### config.mk
export PLATFORM = sky130hd
export DESIGN_NAME = ppi_core
export DESIGN_NICKNAME = d
export VERILOG_FILES = /design/src/rtl/ppi_pkg.sv /design/src/rtl/ppi_bus_if.sv /design/src/rtl/ppi_ctrl.sv /design/src/rtl/ppi_strobe_in.sv /design/src/rtl/ppi_core.sv
export SDC_FILE = /design/constraint.sdc
export NUM_CORES = 1
export LEC_CHECK = 0
export ABC_AREA = 1
export CAP_MARGIN = 10
export CORE_UTILIZATION = 50
export CTS_CLUSTER_DIAMETER = 150
export DETAILED_ROUTE_END_ITERATION = 10
export PLACE_DENSITY = 0.87
export SLEW_MARGIN = 20
export SYNTH_ARGS = -nofsm -noshare
export SYNTH_HDL_FRONTEND = slang
export SYNTH_SLANG_ARGS = --single-unit
### constraint.sdc
create_clock -name clk -period 5.1 [get_ports clk]
set_clock_uncertainty 0.05 [all_clocks]
set_input_delay 1.02 -clock clk [delete_from_list [all_inputs] [get_ports clk]]
set_output_delay 1.02 -clock clk [all_outputs]
set_load 0.01 [all_outputs]
### src/rtl/ppi_pkg.sv
package ppi_pkg;
    localparam int DATA_W  = 8;
    localparam int ADDR_W  = 2;
    localparam int NUM_GRP = 2;
    localparam int NIB_W   = DATA_W / 2;

    typedef enum logic [ADDR_W-1:0] {
        SEL_A    = 2'd0,
        SEL_B    = 2'd1,
        SEL_C    = 2'd2,
        SEL_CTRL = 2'd3
    } sel_t;

    typedef enum logic [1:0] {
        HS_IDLE,
        HS_CAPTURE,
        HS_FULL,
        HS_DRAIN
    } hs_state_t;

    // configuration fields; the packing matches the control word bits 6:0
    typedef struct packed {
        logic [1:0] mode_a;
        logic       dir_a;
        logic       dir_cu;
        logic       mode_b;
        logic       dir_b;
        logic       dir_cl;
    } cfg_t;

    localparam cfg_t CFG_RESET = '{mode_a: 2'b00, dir_a: 1'b1, dir_cu: 1'b1,
                                   mode_b: 1'b0, dir_b: 1'b1, dir_cl: 1'b1};

    // port C roles of the handshake lines
    localparam int A_STB = 4;
    localparam int A_IBF = 5;
    localparam int A_INT = 3;
    localparam int B_STB = 2;
    localparam int B_IBF = 1;
    localparam int B_INT = 0;
endpackage

### src/rtl/ppi_bus_if.sv
module ppi_bus_if (
    input  logic clk,
    input  logic rst_n,
    input  logic cs_n,
    input  logic rd_n,
    input  logic wr_n,
    output logic rd_act,
    output logic rd_evt,
    output logic wr_evt
);
    logic rd_q;
    logic wr_q;
    logic wr_act;

    assign rd_act = !cs_n && !rd_n;
    assign wr_act = !cs_n && !wr_n;

    always_ff @(posedge clk or negedge rst_n) begin
        if (!rst_n) begin
            rd_q <= 1'b0;
            wr_q <= 1'b0;
        end else begin
            rd_q <= rd_act;
            wr_q <= wr_act;
        end
    end

    // one event per strobe, in its first cycle
    assign rd_evt = rd_act && !rd_q;
    assign wr_evt = wr_act && !wr_q;
endmodule

### src/rtl/ppi_ctrl.sv
module ppi_ctrl
    import ppi_pkg::*;
(
    input  logic              clk,
    input  logic              rst_n,
    input  logic              wr_evt,
    input  logic [ADDR_W-1:0] addr,
    input  logic [DATA_W-1:0] wdata,
    output cfg_t              cfg,
    output logic [DATA_W-1:0] lat_a,
    output logic [DATA_W-1:0] lat_b,
    output logic [DATA_W-1:0] lat_c,
    output logic              mode_set
);
    sel_t sel;
    logic bsr;
    logic [2:0] bsr_idx;

    assign sel      = sel_t'(addr);
    assign mode_set = wr_evt && (sel == SEL_CTRL) && wdata[DATA_W-1];
    assign bsr      = wr_evt && (sel == SEL_CTRL) && !wdata[DATA_W-1];
    assign bsr_idx  = wdata[3:1];

    always_ff @(posedge clk or negedge rst_n) begin
        if (!rst_n) begin
            cfg   <= CFG_RESET;
            lat_a <= '0;
            lat_b <= '0;
            lat_c <= '0;
        end else if (mode_set) begin
            cfg   <= cfg_t'(wdata[6:0]);
            lat_a <= '0;
            lat_b <= '0;
            lat_c <= '0;
        end else if (bsr) begin
            lat_c[bsr_idx] <= wdata[0];
        end else if (wr_evt) begin
            unique case (sel)
                SEL_A:    lat_a <= wdata;
                SEL_B:    lat_b <= wdata;
                SEL_C:    lat_c <= wdata;
                SEL_CTRL: lat_c <= lat_c;
            endcase
        end
    end
endmodule

### src/rtl/ppi_strobe_in.sv
module ppi_strobe_in
    import ppi_pkg::*;
#(
    parameter int W = DATA_W
) (
    input  logic         clk,
    input  logic         rst_n,
    input  logic         clear,
    input  logic         enable,
    input  logic         stb_n,
    input  logic         inte,
    input  logic         rd_evt,
    input  logic [W-1:0] pins,
    output logic [W-1:0] held,
    output logic         ibf,
    output logic         intr
);
    hs_state_t st_q;
    hs_state_t st_d;
    logic      take;
    logic      flush;

    assign flush = clear || !enable;
    assign take  = !flush && (st_q == HS_IDLE) && !stb_n;

    always_comb begin
        st_d = st_q;
        unique case (st_q)
            HS_IDLE:    if (!stb_n) st_d = HS_CAPTURE;
            HS_CAPTURE: begin
                if (rd_evt)     st_d = stb_n ? HS_IDLE : HS_DRAIN;
                else if (stb_n) st_d = HS_FULL;
            end
            HS_FULL:    if (rd_evt) st_d = stb_n ? HS_IDLE : HS_DRAIN;
            HS_DRAIN:   if (stb_n) st_d = HS_IDLE;
        endcase
        if (flush) st_d = HS_IDLE;
    end

    always_ff @(posedge clk or negedge rst_n) begin
        if (!rst_n) st_q <= HS_IDLE;
        else        st_q <= st_d;
    end

    always_ff @(posedge clk or negedge rst_n) begin
        if (!rst_n) begin
            held <= '0;
            intr <= 1'b0;
        end else begin
            if (take) held <= pins;
            if (flush)       intr <= 1'b0;
            else if (take)   intr <= inte;
            else if (rd_evt) intr <= 1'b0;
        end
    end

    assign ibf = (st_q == HS_CAPTURE) || (st_q == HS_FULL);
endmodule

### src/rtl/ppi_core.sv
module ppi_core
    import ppi_pkg::*;
(
    input  logic              clk,
    input  logic              rst_n,
    input  logic              cs_n,
    input  logic              rd_n,
    input  logic              wr_n,
    input  logic [ADDR_W-1:0] addr,
    input  logic [DATA_W-1:0] wdata,
    output logic [DATA_W-1:0] rdata,
    input  logic [DATA_W-1:0] pa_in,
    output logic [DATA_W-1:0] pa_out,
    output logic [DATA_W-1:0] pa_oe,
    input  logic [DATA_W-1:0] pb_in,
    output logic [DATA_W-1:0] pb_out,
    output logic [DATA_W-1:0] pb_oe,
    input  logic [DATA_W-1:0] pc_in,
    output logic [DATA_W-1:0] pc_out,
    output logic [DATA_W-1:0] pc_oe
);
    logic              rd_act;
    logic              rd_evt;
    logic              wr_evt;
    logic              mode_set;
    cfg_t              cfg;
    logic [DATA_W-1:0] lat_a;
    logic [DATA_W-1:0] lat_b;
    logic [DATA_W-1:0] lat_c;
    sel_t              sel;
    logic              strb_a;
    logic              strb_b;

    logic [NUM_GRP-1:0] grp_en;
    logic [NUM_GRP-1:0] grp_stb_n;
    logic [NUM_GRP-1:0] grp_inte;
    logic [NUM_GRP-1:0] grp_rd;
    logic [NUM_GRP-1:0] grp_ibf;
    logic [NUM_GRP-1:0] grp_intr;
    logic [DATA_W-1:0]  grp_pins [NUM_GRP];
    logic [DATA_W-1:0]  grp_held [NUM_GRP];

    logic [DATA_W-1:0] c_rd;
    logic [DATA_W-1:0] a_rd;
    logic [DATA_W-1:0] b_rd;

    assign sel = sel_t'(addr);

    ppi_bus_if u_bus (
        .clk    (clk),
        .rst_n  (rst_n),
        .cs_n   (cs_n),
        .rd_n   (rd_n),
        .wr_n   (wr_n),
        .rd_act (rd_act),
        .rd_evt (rd_evt),
        .wr_evt (wr_evt)
    );

    ppi_ctrl u_ctrl (
        .clk      (clk),
        .rst_n    (rst_n),
        .wr_evt   (wr_evt),
        .addr     (addr),
        .wdata    (wdata),
        .cfg      (cfg),
        .lat_a    (lat_a),
        .lat_b    (lat_b),
        .lat_c    (lat_c),
        .mode_set (mode_set)
    );

    // strobed handshake only for an input port; 1x in the group A mode acts as basic
    assign strb_a = (cfg.mode_a == 2'b01) && cfg.dir_a;
    assign strb_b = cfg.mode_b && cfg.dir_b;

    assign grp_en      = {strb_b, strb_a};
    assign grp_stb_n   = {pc_in[B_STB], pc_in[A_STB]};
    assign grp_inte    = {lat_c[B_STB], lat_c[A_STB]};
    assign grp_rd      = {rd_evt && (sel == SEL_B), rd_evt && (sel == SEL_A)};
    assign grp_pins[0] = pa_in;
    assign grp_pins[1] = pb_in;

    for (genvar g = 0; g < NUM_GRP; g++) begin : g_hs
        ppi_strobe_in #(.W(DATA_W)) u_hs (
            .clk    (clk),
            .rst_n  (rst_n),
            .clear  (mode_set),
            .enable (grp_en[g]),
            .stb_n  (grp_stb_n[g]),
            .inte   (grp_inte[g]),
            .rd_evt (grp_rd[g]),
            .pins   (grp_pins[g]),
            .held   (grp_held[g]),
            .ibf    (grp_ibf[g]),
            .intr   (grp_intr[g])
        );
    end

    assign pa_out = lat_a;
    assign pb_out = lat_b;
    assign pa_oe  = {DATA_W{!cfg.dir_a}};
    assign pb_oe  = {DATA_W{!cfg.dir_b}};

    always_comb begin
        pc_out = lat_c;
        pc_oe  = {{NIB_W{!cfg.dir_cu}}, {NIB_W{!cfg.dir_cl}}};
        if (strb_a) begin
            pc_out[A_IBF] = grp_ibf[0];
            pc_out[A_INT] = grp_intr[0];
            pc_oe[A_IBF]  = 1'b1;
            pc_oe[A_INT]  = 1'b1;
            pc_oe[A_STB]  = 1'b0;
        end
        if (strb_b) begin
            pc_out[B_IBF] = grp_ibf[1];
            pc_out[B_INT] = grp_intr[1];
            pc_oe[B_IBF]  = 1'b1;
            pc_oe[B_INT]  = 1'b1;
            pc_oe[B_STB]  = 1'b0;
        end
    end

    always_comb begin
        c_rd = (pc_oe & lat_c) | (~pc_oe & pc_in);
        if (strb_a) begin
            c_rd[A_IBF] = grp_ibf[0];
            c_rd[A_INT] = grp_intr[0];
            c_rd[A_STB] = lat_c[A_STB];
        end
        if (strb_b) begin
            c_rd[B_IBF] = grp_ibf[1];
            c_rd[B_INT] = grp_intr[1];
            c_rd[B_STB] = lat_c[B_STB];
        end
    end

    assign a_rd = strb_a ? grp_held[0] : (cfg.dir_a ? pa_in : lat_a);
    assign b_rd = strb_b ? grp_held[1] : (cfg.dir_b ? pb_in : lat_b);

    always_comb begin
        rdata = '0;
        if (rd_act) begin
            unique case (sel)
                SEL_A:    rdata = a_rd;
                SEL_B:    rdata = b_rd;
                SEL_C:    rdata = c_rd;
                SEL_CTRL: rdata = '0;
            endcase
        end
    end
endmodule

==> results of run 1 <==
==> layout by cell type (no fill, tap or decap) <==
master           synthesis  layout
o21bai_1                 1       1
buf_4                   20       1
a31oi_1                  6       6
bufinv_16                0       1
o21a_1                   2       2
inv_1                   41      41
dfstp_2                  4       4
buf_2                    9       1
nand3_4                  1       1
o21ai_1                 11      11
nor3_1                   2       2
clkbuf_8                 0       5
clkinv_4                 0       1
ha_1                    10      10
nor2_2                   1       1
inv_6                    0       1
nand4_1                  3       3
o21ai_0                 36      36
nand3b_1                 1       1
inv_2                    3       3
clkinv_1                 3       3
a21oi_1                 18      18
o211ai_1                 2       2
nor2_4                   3       3
or2_2                    2       2
nand2_1                187     187
nand2_2                  3       3
nand3_1                 63      63
nor2_1                  48      48
clkdlybuf4s50_1          0      93
dfrtp_1                 51      51
==> metal layers <==
metal  share of wire [%]  wire (um)  track usage, %
met1                  44       4870            41.8
met2                  45       4980            47.0
met3                 6.2        680            3.79
met4                 3.9        422            13.6
met5                   0          0               0
==> how the worst max path moves through the flow <==
stage                       start        to  cells past startpoint
after global routing      addr[0]  rdata[6]                      7
after CTS                 addr[0]  rdata[6]                      7
final                     addr[0]  rdata[6]                      7
after detailed placement  addr[0]  rdata[6]                      7
after global placement    addr[0]  rdata[6]                      7
after floorplan           addr[0]  rdata[5]                      5
==> power groups by stage <==
| stage | Combinational [uW] | Sequential (uW) | Clock [uW] |
|---|---|---|---|
| floorplan | 390 | 633 | 0 |
| global placement | 629 | 668 | 0 |
| detailed placement | 641 | 671 | 0 |
| CTS | 642 | 664 | 307 |
| global route | 707 | 683 | 324 |
| finish | 642 | 669 | 302 |
==> final cells by class <==
type,count,share of cell area (%)
Multi-Input combinational cell,400,40.3
Sequential cell,55,30.1
Clock buffer,5,1.50
Inverter,47,3.85
Tap cell,96,2.62
Clock inverter,3,1.04
Timing Repair Buffer,95,20.6
==> stage by stage <==
step	hold WS, ns	area [sq um]
2_1_floorplan	0.387	3640
3_3_place_gp	0.405	4470
3_5_place_dp	0.407	4470
4_1_cts	0.431	4590
5_1_grt	0.459	4590
6_report	0.431	4590
==> sequential cells by signal, indices dropped and copies added, names as in the netlist <==
name / flops
u_bus.rd_q: 1
u_ctrl.cfg: 7
u_bus.wr_q: 1
g_hs.u_hs.st_q: 4
u_ctrl.lat_b: 8
g_hs.u_hs.held: 16
g_hs.u_hs.intr: 2
u_ctrl.lat_a: 8
u_ctrl.lat_c: 8
==> logic make-up after synthesis <==
| group | Yosys count | share of synthesized area [%] |
|---|---|---|
| compound gates | 76 | 11.0 |
| fa+ha+maj | 10 | 3.44 |
| buf+inv | 86 | 11.2 |
| flops | 55 | 38.0 |
| simple gates | 314 | 36.3 |
==> worst max-delay path, stage by stage <==
cell	delay, ns
clkdlybuf4s50_1	0.65
nor2_1	0.82
inv_1	0.22
o21ai_0	0.18
nor2_1	0.08
nor2_1	0.08
clkdlybuf4s50_1	0.54
==> impl_results.md, run 1 <==
- Combinational cell fraction of total power: 39.8%
- Worst R2R Path Depth: 5
- Most instantiated library cell after synthesis: nand2_1
- Sw Ratio: 37.4%
- R2R setup slack: 2.49 ns
- Core area: 6910 sq um
- Post-route ant nets: 0
- Total power divided by cell area: 352 nW/um^2
- Clk slew on worst S/H paths: 0.11 ns
- FILL cells: 654
- Maximum buffer depth of the clock tree: 2
- Cell taking the most area after synthesis: dfrtp_1
- Top post-synthesis cells by area: dfrtp_1 (35%), nand2_1 (19%), nand3_1 (8.7%)
- Setup Buffers After CTS: 0
- Hold Startpoint: g_hs[1].u_hs.held[1]
- Total number of vias: 3760
- Final design utilization: 66.4%
- Sequential cell fraction of total power: 41.5%
- Remaining DRCs: 0
- Clk sink count: 55
- Post-Route WL: 11000 um
- Hold Buf Count CTS: 0
- Register area share after synthesis: 38.0%
- Yosys reg bits: 55
- Worst Tran Pin Value: 0.925 ns
- Post-synth EDFFs: 0
- Final nets: 653
- Maximum vdd drop: 0.233 mV
- MaxCap Viol Count: 0
- Cells after Synth: 541
- Top post-synthesis cells by count: nand2_1 (187), nand3_1 (63), dfrtp_1 (51)
- CTS tree: built
- Vias in the first global route: 3551
- RR Endpoint: g_hs[0].u_hs.held[5]
- Tmin final: 4.66 ns
- Pre-antenna DRT Iters: 5
- Worst hold path type: reg -> reg
- Final Wtd Congestion: 0.932
- Register area: 1380 sq um
- Vias per inst: 5.36
- Syn Nets: 590
- Internal power: 1010 uW
- TNS Setup: 0 ns
- Worst path required time: 4.03 ns
- Initial DRC Count: 341
- Crit. End Element: output port
- Final Worst Setup Slack: 0.439 ns
- Final total power: 1610 uW
- CP Class: in -> out
- Non-filler instance count after layout: 701
- Worst Hold Path Cells: 2
- Pre-CTS WS: 0.539 ns
- Synth unique cells: 27
- Worst-Skew Late Latency: 0.32 ns
- Slew Limit Fails: 0
- Fmax: 0.215 GHz
- Status: completed
- Mean area per synthesized cell: 6.73 sq um
- Root buf cell: clkbuf_8
- Primary FF master, synth: dfrtp_1
- Leak pwr: 0.00220 uW
- # diodes: 0
- Initial antenna violation count: 0
- Placed cells: 693
- Row cnt: 30
- PortBufs: 94
- Initial Utilization: 52.7%
- Crit start category: input port
- Area of the multi-input gates: 1850 sq um
- Largest net degree at the start of global routing: 56
- Clock Power Share: 18.7%
- Layout cell share with drive strength beyond 1: 4.46%
- Die Ht: 87.3 um
- Die Wd: 87.3 um
- Period utilisation layout: 91.4%
- I/O pins: 95
- Rel. slew slack: 38.1%
- Post-Syn Area: 3640 sq um
- Final setup violation count: 0
- CTS H-Tree Depth: 2
- Num CTS Buffers: 5
- Grt ovf: 0
- First-pass GRT wire length: 17400 um
- Arrival @ worst endpoint: 3.59 ns
- GRT Util Overall: 30.1%
- Post-CTS resize count: 0
- Endpoints failing hold: 0
- Layout area overhead: 26.0%
- Worst r2r src: u_ctrl.cfg[4]
- CP max FO: 14
- Wire per inst: 15.6 um
- Unrepaired setup endpoints after global routing: no
- Hold Path End: g_hs[1].u_hs.held[1]
- Post-DP HPWL: 8380 um
- FFs w/ async S/R, synth: 100%
- Die footprint: 7620 sq um
- Synth top area share: 35.1%
- NetSw: 604 uW
- Ys Warns: 0
No activity file was read; power rests on OpenSTA's default activity.
==> run 2, diff against run 1 <==
--- a/config.mk
+++ b/config.mk
@@ -10,7 +10,7 @@
 export CORE_UTILIZATION = 50
 export CTS_CLUSTER_DIAMETER = 150
 export DETAILED_ROUTE_END_ITERATION = 10
-export PLACE_DENSITY = 0.87
+export PLACE_DENSITY_LB_ADDON = 0.12
 export SLEW_MARGIN = 20
 export SYNTH_ARGS = -nofsm -noshare
 export SYNTH_HDL_FRONTEND = slang
==> constraint.sdc (replaced) <==
create_clock -name clk -period 5.1 [get_ports clk]
set_clock_uncertainty 0.05 [all_clocks]
set_input_delay 1.275 -clock clk [delete_from_list [all_inputs] [get_ports clk]]
set_output_delay 1.275 -clock clk [all_outputs]
set_load 0.01 [all_outputs]
==> impl_results.md, run 2 (same netlist as run 1, synthesis figures left out) <==
- Vias per inst: 5.30
- Final Wtd Congestion: 0.921
- PortBufs: 94
- FILL cells: 643
- Total power divided by cell area: 343 nW/um^2
- Maximum buffer depth of the clock tree: 2
- Top reg by flops: g_hs.u_hs.held
- Core area: 6910 sq um
- Final Worst Setup Slack: 0.380 ns
- Row cnt: 30
- Maximum vdd drop: 0.177 mV
- Post-DP HPWL: 8120 um
- Endpoints failing hold: 0
- Final nets: 657
- Initial Utilization: 52.7%
- # diodes: 0
- Max stage delay cell, worst path: clkdlybuf4s50_1
- Die footprint: 7620 sq um
- Post-Route WL: 10700 um
- I/O pins: 95
- Largest net degree at the start of global routing: 56
- Root buf cell: clkbuf_8
- Final total power: 1570 uW
- Most common cell after layout, fill and taps aside: nand2_1
- CP max FO: 9
- Worst-Skew Late Latency: 0.31 ns
- GRT Util Overall: 29.5%
- Placed cells: 697
- Worst path required time: 3.77 ns
- Initial DRC Count: 279
- Rel. slew slack: 45.1%
- Crit. End Element: output port
- Slew Limit Fails: 0
- Die Wd: 87.3 um
- Grt ovf: 0
- CTS H-Tree Depth: 2
- Final design utilization: 66.5%
- Num CTS Buffers: 5
- Worst Tran Pin Value: 0.820 ns
- Layout area overhead: 26.3%
- Worst R2R Path Depth: 5
- Most frequent cells in the layout: nand2_1 (187), clkdlybuf4s50_1 (93), nand3_1 (63)
- Status: completed
- Crit start category: input port
- Max reg flops: 16
- Post-CTS resize count: 0
- Clk sink count: 55
- Total number of vias: 3738
- MaxCap Viol Count: 0
- Initial antenna violation count: 0
- Wire per inst: 15.2 um
- Worst hold path type: reg -> reg
- Unrepaired setup endpoints after global routing: no
- Worst-path cell chain: clkdlybuf4s50_1 > nor2_1 > inv_1 > o21ai_0 > nor2_1 > nor2_1 > clkdlybuf4s50_1
- Final setup violation count: 0
- Pre-antenna DRT Iters: 7
- First-pass GRT wire length: 17300 um
- R2R setup slack: 2.57 ns
- Leak pwr: 0.00221 uW
- Period utilisation layout: 92.6%
- CP most frequent cell: nor2_1
- CP Class: in -> out
- RR Endpoint: g_hs[1].u_hs.held[7]
- Fmax: 0.212 GHz
- Pre-CTS WS: 0.419 ns
- Worst r2r src: u_ctrl.cfg[1]
- Post-route ant nets: 0
- Layout cell share with drive strength beyond 1: 5.09%
- Hold Buf Count CTS: 0
- Worst setup path end: rdata[6]
- CP Launch Point: addr[1]
- Vias in the first global route: 3446
- Non-filler instance count after layout: 705
- Tmin final: 4.72 ns
- Worst Hold Path Cells: 2
- Setup Buffers After CTS: 0
- Arrival @ worst endpoint: 3.40 ns
- Peak per-stage delay on the critical path: 0.59 ns
- Clk slew on worst S/H paths: 0.11 ns
- Remaining DRCs: 0
- Die Ht: 87.3 um
- CTS tree: built
- TNS Setup: 0 ns
==> run 2: final cells by class <==
cell class	instances	area, sq um	share of cell area, %
Timing Repair Buffer	99	973	21.2
Clock buffer	5	68.8	1.50
Inverter	47	176	3.84
Multi-Input combinational cell	400	1850	40.2
Tap cell	96	120	2.61
Clock inverter	3	27.5	0.599
Sequential cell	55	1380	30.1
==> run 2: metal layers <==
layer | vias to the layer above | track usage (%) | wire, um | part of all wire (%)
met5 | - | 0 | 0 | 0
met4 | 0 | 4.92 | 116 | 1.1
met3 | 12 | 3.89 | 639 | 6.0
met2 | 132 | 48.8 | 5150 | 48
met1 | 1745 | 42.0 | 4800 | 45
li1 | 1849 | - | - | -
==> run 2: power by group <==
part	internal [uW]	switching, uW	leakage, uW
Combinational	304	340	0.00147
Sequential	558	108	0.000692
Clock	102	161	0.0000467
Total	965	609	0.00221
==> run 2: worst min-delay path by stage <==
stage / slack (ns) / to / startpoint
2_1_floorplan: 0.39 / g_hs[1].u_hs.held[0] / g_hs[1].u_hs.held[0]
3_3_place_gp: 0.40 / g_hs[1].u_hs.held[6] / g_hs[1].u_hs.held[6]
3_5_place_dp: 0.41 / g_hs[1].u_hs.held[0] / g_hs[1].u_hs.held[0]
4_1_cts: 0.44 / g_hs[1].u_hs.held[3] / g_hs[1].u_hs.held[3]
5_1_grt: 0.46 / g_hs[1].u_hs.held[3] / g_hs[1].u_hs.held[3]
6_report: 0.44 / g_hs[1].u_hs.held[0] / g_hs[1].u_hs.held[0]
==> run 2: metrics by stage <==
step	area, sq um	hold WS (ns)
6_report	4600	0.436
5_1_grt	4600	0.457
4_1_cts	4600	0.437
3_5_place_dp	4500	0.411
3_3_place_gp	4500	0.404
2_1_floorplan	3640	0.387
==> run 2: critical path: cells and delay by family <==
family / cells / cell delay [ns]
buf+inv: 3 / 1.31
compound gates: 1 / 0.12
simple gates: 3 / 0.70
==> run 3, diff against run 2 <==
--- a/config.mk
+++ b/config.mk
@@ -6,7 +6,7 @@
 export NUM_CORES = 1
 export LEC_CHECK = 0
 export ABC_AREA = 1
-export CAP_MARGIN = 10
+export CAP_MARGIN = 20
 export CORE_UTILIZATION = 50
 export CTS_CLUSTER_DIAMETER = 150
 export DETAILED_ROUTE_END_ITERATION = 10
==> results of run 3 <==
Same layout as run 2: the final DEF is identical, and so are final timing and power.
